[src/rtl/agc_step_pkg.sv]
package agc_step_pkg;

    // Zones ordered from loudest to quietest
    typedef enum logic [2:0] {
        Z_CUT5    = 3'd0,
        Z_CUT1    = 3'd1,
        Z_HOLD_HI = 3'd2,
        Z_HOLD_LO = 3'd3,
        Z_ADD1    = 3'd4,
        Z_ADD5    = 3'd5
    } zone_e;

    // Threshold ratios against the target, scaled by 2^RATIO_SHIFT
    localparam int unsigned RATIO_SHIFT = 8;
    localparam int unsigned RATIO_W     = 10;
    localparam int unsigned N_THR       = 5;
    localparam int unsigned RATIO_TAB [N_THR] = '{810, 322, 256, 203, 81};

endpackage

[src/rtl/agc_pow_est.sv]
module agc_pow_est #(
    parameter int unsigned SAMPLE_W = 12,
    localparam int unsigned POW_W   = 2 * SAMPLE_W
) (
    input  logic signed [SAMPLE_W-1:0] i_in,
    input  logic signed [SAMPLE_W-1:0] q_in,
    output logic        [POW_W-1:0]    pow_out
);

    logic signed [POW_W-1:0] sq_i;
    logic signed [POW_W-1:0] sq_q;

    always_comb begin
        sq_i    = i_in * i_in;
        sq_q    = q_in * q_in;
        pow_out = $unsigned(sq_i) + $unsigned(sq_q);
    end

endmodule

[src/rtl/agc_zone_cmp.sv]
module agc_zone_cmp
    import agc_step_pkg::*;
#(
    parameter int unsigned POW_W = 24,
    localparam int unsigned CMP_W = POW_W + RATIO_W + 1
) (
    input  logic [POW_W-1:0] pow_in,
    input  logic [POW_W-1:0] tgt_in,
    output zone_e            zone
);

    logic [CMP_W-1:0] lhs;
    logic [N_THR-1:0] hit;

    assign lhs = CMP_W'(pow_in) << RATIO_SHIFT;

    for (genvar g = 0; g < N_THR; g++) begin : g_thr
        logic [CMP_W-1:0] rhs;
        assign rhs = CMP_W'(tgt_in) * CMP_W'(RATIO_TAB[g]);
        if (g < 2) begin : g_strict
            // upper thresholds: boundary value stays in the quieter zone
            assign hit[g] = lhs > rhs;
        end else begin : g_incl
            assign hit[g] = lhs >= rhs;
        end
    end

    always_comb begin
        if (hit[0])      zone = Z_CUT5;
        else if (hit[1]) zone = Z_CUT1;
        else if (hit[2]) zone = Z_HOLD_HI;
        else if (hit[3]) zone = Z_HOLD_LO;
        else if (hit[4]) zone = Z_ADD1;
        else             zone = Z_ADD5;
    end

endmodule

[src/rtl/agc_step_ctrl.sv]
module agc_step_ctrl
    import agc_step_pkg::*;
#(
    parameter int unsigned SAMPLE_W     = 12,
    parameter int unsigned GAIN_W       = 8,
    parameter int          GAIN_MIN     = -96,
    parameter int          COARSE_DB    = 5,
    parameter int          FINE_DB      = 1,
    parameter int unsigned SETTLE_TICKS = 2,
    localparam int unsigned POW_W       = 2 * SAMPLE_W,
    localparam int unsigned CNT_W       = $clog2(SETTLE_TICKS + 1)
) (
    input  logic                       clk,
    input  logic                       rst_n,
    input  logic                       tick_en,
    input  logic                       freeze,
    input  logic signed [SAMPLE_W-1:0] i_samp,
    input  logic signed [SAMPLE_W-1:0] q_samp,
    input  logic        [POW_W-1:0]    tgt_pow,
    output logic signed [GAIN_W-1:0]   gain_db,
    output logic                       settled
);

    typedef struct packed {
        logic signed [GAIN_W-1:0] gain;
        logic [CNT_W-1:0]         cnt;
        logic                     settled;
    } st_t;

    st_t st_d, st_q;

    logic [POW_W-1:0] pow;
    zone_e            zone;
    logic             step_ok;
    logic             in_dz;
    int               step_db;
    int               gain_nxt;

    agc_pow_est #(.SAMPLE_W(SAMPLE_W)) pow_i (
        .i_in    (i_samp),
        .q_in    (q_samp),
        .pow_out (pow)
    );

    agc_zone_cmp #(.POW_W(POW_W)) cmp_i (
        .pow_in (pow),
        .tgt_in (tgt_pow),
        .zone   (zone)
    );

    assign step_ok = tick_en && !freeze;
    assign in_dz   = (zone == Z_HOLD_HI) || (zone == Z_HOLD_LO);

    always_comb begin
        st_d = st_q;
        unique case (zone)
            Z_CUT5:  step_db = -COARSE_DB;
            Z_CUT1:  step_db = -FINE_DB;
            Z_ADD1:  step_db = FINE_DB;
            Z_ADD5:  step_db = COARSE_DB;
            default: step_db = 0;
        endcase
        gain_nxt = int'(st_q.gain) + step_db;
        if (gain_nxt > 0)        gain_nxt = 0;
        if (gain_nxt < GAIN_MIN) gain_nxt = GAIN_MIN;
        if (step_ok) begin
            st_d.gain = GAIN_W'(gain_nxt);
            if (in_dz) begin
                if (st_q.cnt != CNT_W'(SETTLE_TICKS))
                    st_d.cnt = st_q.cnt + 1'b1;
            end else begin
                st_d.cnt = '0;
            end
            st_d.settled = (st_d.cnt == CNT_W'(SETTLE_TICKS));
        end
    end

    always_ff @(posedge clk or negedge rst_n) begin
        if (!rst_n) st_q <= '0;
        else        st_q <= st_d;
    end

    assign gain_db = st_q.gain;
    assign settled = st_q.settled;


    gain_range_chk: assert property (@(posedge clk) disable iff (!rst_n)
        (int'(gain_db) <= 0) && (int'(gain_db) >= GAIN_MIN));


    freeze_hold_chk: assert property (@(posedge clk) disable iff (!rst_n)
        freeze |=> ($stable(gain_db) && $stable(settled)));


    no_tick_hold_chk: assert property (@(posedge clk) disable iff (!rst_n)
        !tick_en |=> $stable(gain_db));


    dead_zone_hold_chk: assert property (@(posedge clk) disable iff (!rst_n)
        (step_ok && in_dz) |=> $stable(gain_db));


    step_bound_chk: assert property (@(posedge clk) disable iff (!rst_n)
        step_ok |=> ((int'(gain_db) - int'($past(gain_db)) <= COARSE_DB) &&
                     (int'(gain_db) - int'($past(gain_db)) >= -COARSE_DB)));


    settle_source_chk: assert property (@(posedge clk) disable iff (!rst_n)
        $rose(settled) |-> $past(step_ok && in_dz));

endmodule

[config.mk]
export PLATFORM = sky130hd
export DESIGN_NAME = agc_step_ctrl
export DESIGN_NICKNAME = d
export VERILOG_FILES = /design/src/rtl/agc_step_pkg.sv /design/src/rtl/agc_pow_est.sv /design/src/rtl/agc_zone_cmp.sv /design/src/rtl/agc_step_ctrl.sv
export SDC_FILE = /design/constraint.sdc
export NUM_CORES = 1
export LEC_CHECK = 0
export BUFFER_PORTS_ARGS = -buffer_cell sky130_fd_sc_hd__clkbuf_2
export CORE_AREA = 10 10 259 261
export DETAILED_ROUTE_END_ITERATION = 8
export DIE_AREA = 0 0 269 271
export HOLD_SLACK_MARGIN = 0.05
export PLACE_DENSITY = 0.65
export SKIP_LAST_GASP = 1
export SYNTH_ARGS = -nofsm -noshare
export SYNTH_HDL_FRONTEND = slang
export SYNTH_HIERARCHICAL = 1
export SYNTH_SLANG_ARGS = --single-unit
[constraint.sdc]
create_clock -name clk -period 7.5 [get_ports clk]
set_clock_uncertainty 0.2 [all_clocks]
set_input_delay 1.5 -clock clk [delete_from_list [all_inputs] [get_ports clk]]
set_output_delay 1.5 -clock clk [all_outputs]
set_load 0.02 [all_outputs]
==> run summary <==
- 7.41 ns — Worst Path Required
- 14 — pin count of the biggest net entering global routing
- 1032 — 1st-iter DRT viols
- 269 um — x dimension of the die
- 0.0616 mm2 — area of the placeable core
- finished, violations left — result of the run
- 0 — MaxCap Viol Count
- 0.61 ns — highest cell delay on the worst timing path
- 2 — hold depth
- 20762 — Via Count
- 60.0 mm — estimated wirelength of the detail-placed design
- 11 — number of storage elements in the synthesis netlist
- 27.0% — fraction of final layout cells with drive strength greater than 1
- 781 x inv_1, 469 x ha_1, 427 x fa_1, 133 x nand2_1, 123 x a21oi_1 — top cells by instance count after synthesis
- 3 — number of buffers created by CTS
- in -> reg — path type of the worst setup path
- 58.1% — Slew Limit Headroom
- clkbuf_16 — buffer cell driving the clock tree root
- reg -> reg — path class of the lowest-slack min-delay path
- 74 — Cell variety after synth
- 65.1 mm — sum of routed wire length over all layers
- 271 um — die height
- 2787 — synthesized instance count
- 2 — worst-case clock buffer depth
- built — TritonCTS clock tree
- 0 — total gr overflow
- fa_1 — post-synth top area cell
- 1 — Clock H-tree levels
- 79.9 MHz — maximum frequency from static timing analysis
- 0.913 — routability cong.
- 11 — Setup Viol. Count Final
- 8.77 um2 — mean post-synth cell area
- 91 — total number of placement rows
- fa_2 — slowest cell on the critical path
- 6 — count of synthesis-stage warnings from yosys
- 60 — buffers added on ports
- 15 — worst reg-to-reg path cell count
- 39.7% — starting utilization of the core area
- yes — RSZ-0062 raised after global routing
- 3735 — number of nets produced by synthesis
- 12.51 ns — final critical delay including setup and external delays
- 11 — Num Clock Sinks
- 0 — count of flip-flops with a built-in enable after synthesis
- 167% — Final Cycle Share
- gain_db[0]$_DFFE_PN0P_ — worst reg2reg path startpoint
- st_q[2]$_DFFE_PN0P_ — terminating pin of the worst hold path
- 12.42 ns — critical path arrival
- input port — type of origin of the critical path
- 0 — number of slew-limit violations in the final report
- 0 — antenna-violating nets left
- 4.76 — Avg Vias per Cell
- 0.04 ns — clock-pin slew on the worst setup and hold paths
- 18.3% — GR Util All Layers
- st_q[2]$_DFFE_PN0P_ — Hold Path Origin
- 0.0244 mm2 — combined area of all synthesized cells
- -44.40 ns — final total negative setup slack
- 0 — hold_buf cts
- 31.8% — Syn-to-layout area delta
- 1 — number of antenna violations at the first check in global routing
- 61 — count of boundary I/O pins
- flop — Worst setup EP type
- 4476 — number of nets in the layout
- 0.24 ns — clock network latency to the later pin of the worst-skew pair
- 3.25 ns — worst reg-to-reg setup slack
- fa_1 — cell mode on critical path
- 0.0729 mm2 — die footprint
- 109 mm — first-pass GRT wire length
- -5.01 ns — worst setup margin
- 1.13% — fraction of the yosys area taken by sequential cells
- inv_1 — dominant cell by count in the synthesized netlist
- 0 — Final Hold Fails
- setup timing — violated checks
- 14.9 um — drt wl/cell
- 100% — proportion of synthesized flip-flops having asynchronous set or reset
- gain_db[5]$_DFFE_PN0P_ — reg2reg end
- 0.624 ns — transition time at the pin with the least slew margin
- 0 — number of DRC violations after detailed routing
- 7 — detailed-router iteration count before antenna repair
- fa_1 35%, ha_1 24%, inv_1 12% — leading cell types by total area after synthesis
- dfrtp_1 — Most used DFF post-synth
- 5 — crit path max fanout
- 22010 — vias in the first global route
- 35.0% — fraction of synthesized cell area taken by the top area cell type
## cells in the final DEF (no fill, tap or decap), types with 12 or more instances in the layout
| master | count |
|---|---|
| inv_1 | 766 |
| buf_4 | 699 |
| ha_1 | 448 |
| fa_1 | 418 |
| nand2_1 | 127 |
| a21oi_1 | 113 |
| nor2_1 | 79 |
| a21o_1 | 75 |
| xnor2_1 | 69 |
| xor2_1 | 64 |
| and2_1 | 51 |
| o21ai_0 | 36 |
| clkbuf_2 | 36 |
| nand3_1 | 30 |
| nor2b_1 | 27 |
| nand2b_1 | 24 |
| nor3_1 | 23 |
| o21a_1 | 21 |
| ha_4 | 21 |
| o21ai_1 | 20 |
| nand4_1 | 18 |
| a31oi_1 | 16 |
| and2_4 | 16 |
| and3_1 | 15 |
| o21bai_1 | 15 |
| buf_6 | 13 |
| o211ai_1 | 12 |
## layer usage
metal	global-route usage, %	part of all wire [%]	vias up
li1	-	-	10289
met1	25.1	46	10126
met2	31.8	49	297
met3	1.20	3.7	50
met4	2.44	1.4	0
met5	0	0	-
## critical path, delay by kind of cell
family	cells	cell delay, ns
fa+ha+maj	11	4.81
simple gates	11	2.29
compound gates	12	2.79
xor+xnor	1	0.19
buf+inv	6	0.82
## sequential cells by signal, summed over array words and instances, names as in the netlist
signal	count
settled	1
gain_db	8
st_q	2
## kinds of logic (layout without fill, tap and decap cells)
| kind of cell | after synthesis | in the layout | synth area share, % |
|---|---|---|---|
| other | 0 | 1 | 0 |
| buffers and inverters | 825 | 1565 | 12.8 |
| xor gates and xnor gates | 140 | 140 | 5.02 |
| DFF | 11 | 11 | 1.13 |
| muxes | 3 | 3 | 0.123 |
| adders and majority gates | 896 | 896 | 59.0 |
| and+or+nand+nor | 488 | 488 | 10.1 |
| AOI/OAI and AO/OA | 424 | 424 | 11.9 |
## worst max-delay path by stage
stage	startpoint	to	slack, ns	depth (start not counted)
global placement	q_samp[11]	gain_db[5]$_DFFE_PN0P_	-5.61	43
detailed placement	i_samp[5]	gain_db[5]$_DFFE_PN0P_	-5.75	46
finish	q_samp[11]	gain_db[5]$_DFFE_PN0P_	-5.01	41
floorplan	q_samp[2]	gain_db[5]$_DFFE_PN0P_	-4.92	46
CTS	q_samp[2]	gain_db[5]$_DFFE_PN0P_	-4.91	45
global route	q_samp[11]	gain_db[5]$_DFFE_PN0P_	-5.55	46
## stage by stage
step / util (%) / hold slack (ns) / cells / setup slack (ns) / area, um2
final: 52.3 / 0.288 / 4365 / -5.01 / 32200
after global routing: 52.3 / 0.315 / 4365 / -5.55 / 32200
after global placement: 50.4 / 0.266 / 4317 / -5.61 / 31100
after CTS: 51.9 / 0.286 / 4354 / -4.91 / 31900
after detailed placement: 50.4 / 0.277 / 4317 / -5.75 / 31100
after floorplan: - / 0.250 / 2787 / -4.92 / 24800
## layout make-up
type | count | area (um2)
clock buffers | 3 | 75.1
inverters | 781 | 2940
diodes | 1 | 2.50
fillers | 5639 | 29400
multi-input cells | 1951 | 21900
repair buffers | 780 | 6000
well taps | 837 | 1050
clock inverters | 1 | 5.00
flip-flops and latches | 11 | 275
## what timing repair did
action	in CTS	in global routing
endpoints found under the hold margin	0	0
gates resized for setup	109	54
pin swaps	39	33
buffers inserted	33	12
gates cloned	2	0
endpoints found under the setup margin	11	11
Power is not shown: default switching activity piles up to over one toggle a cycle in this logic, so the estimate is an artifact.
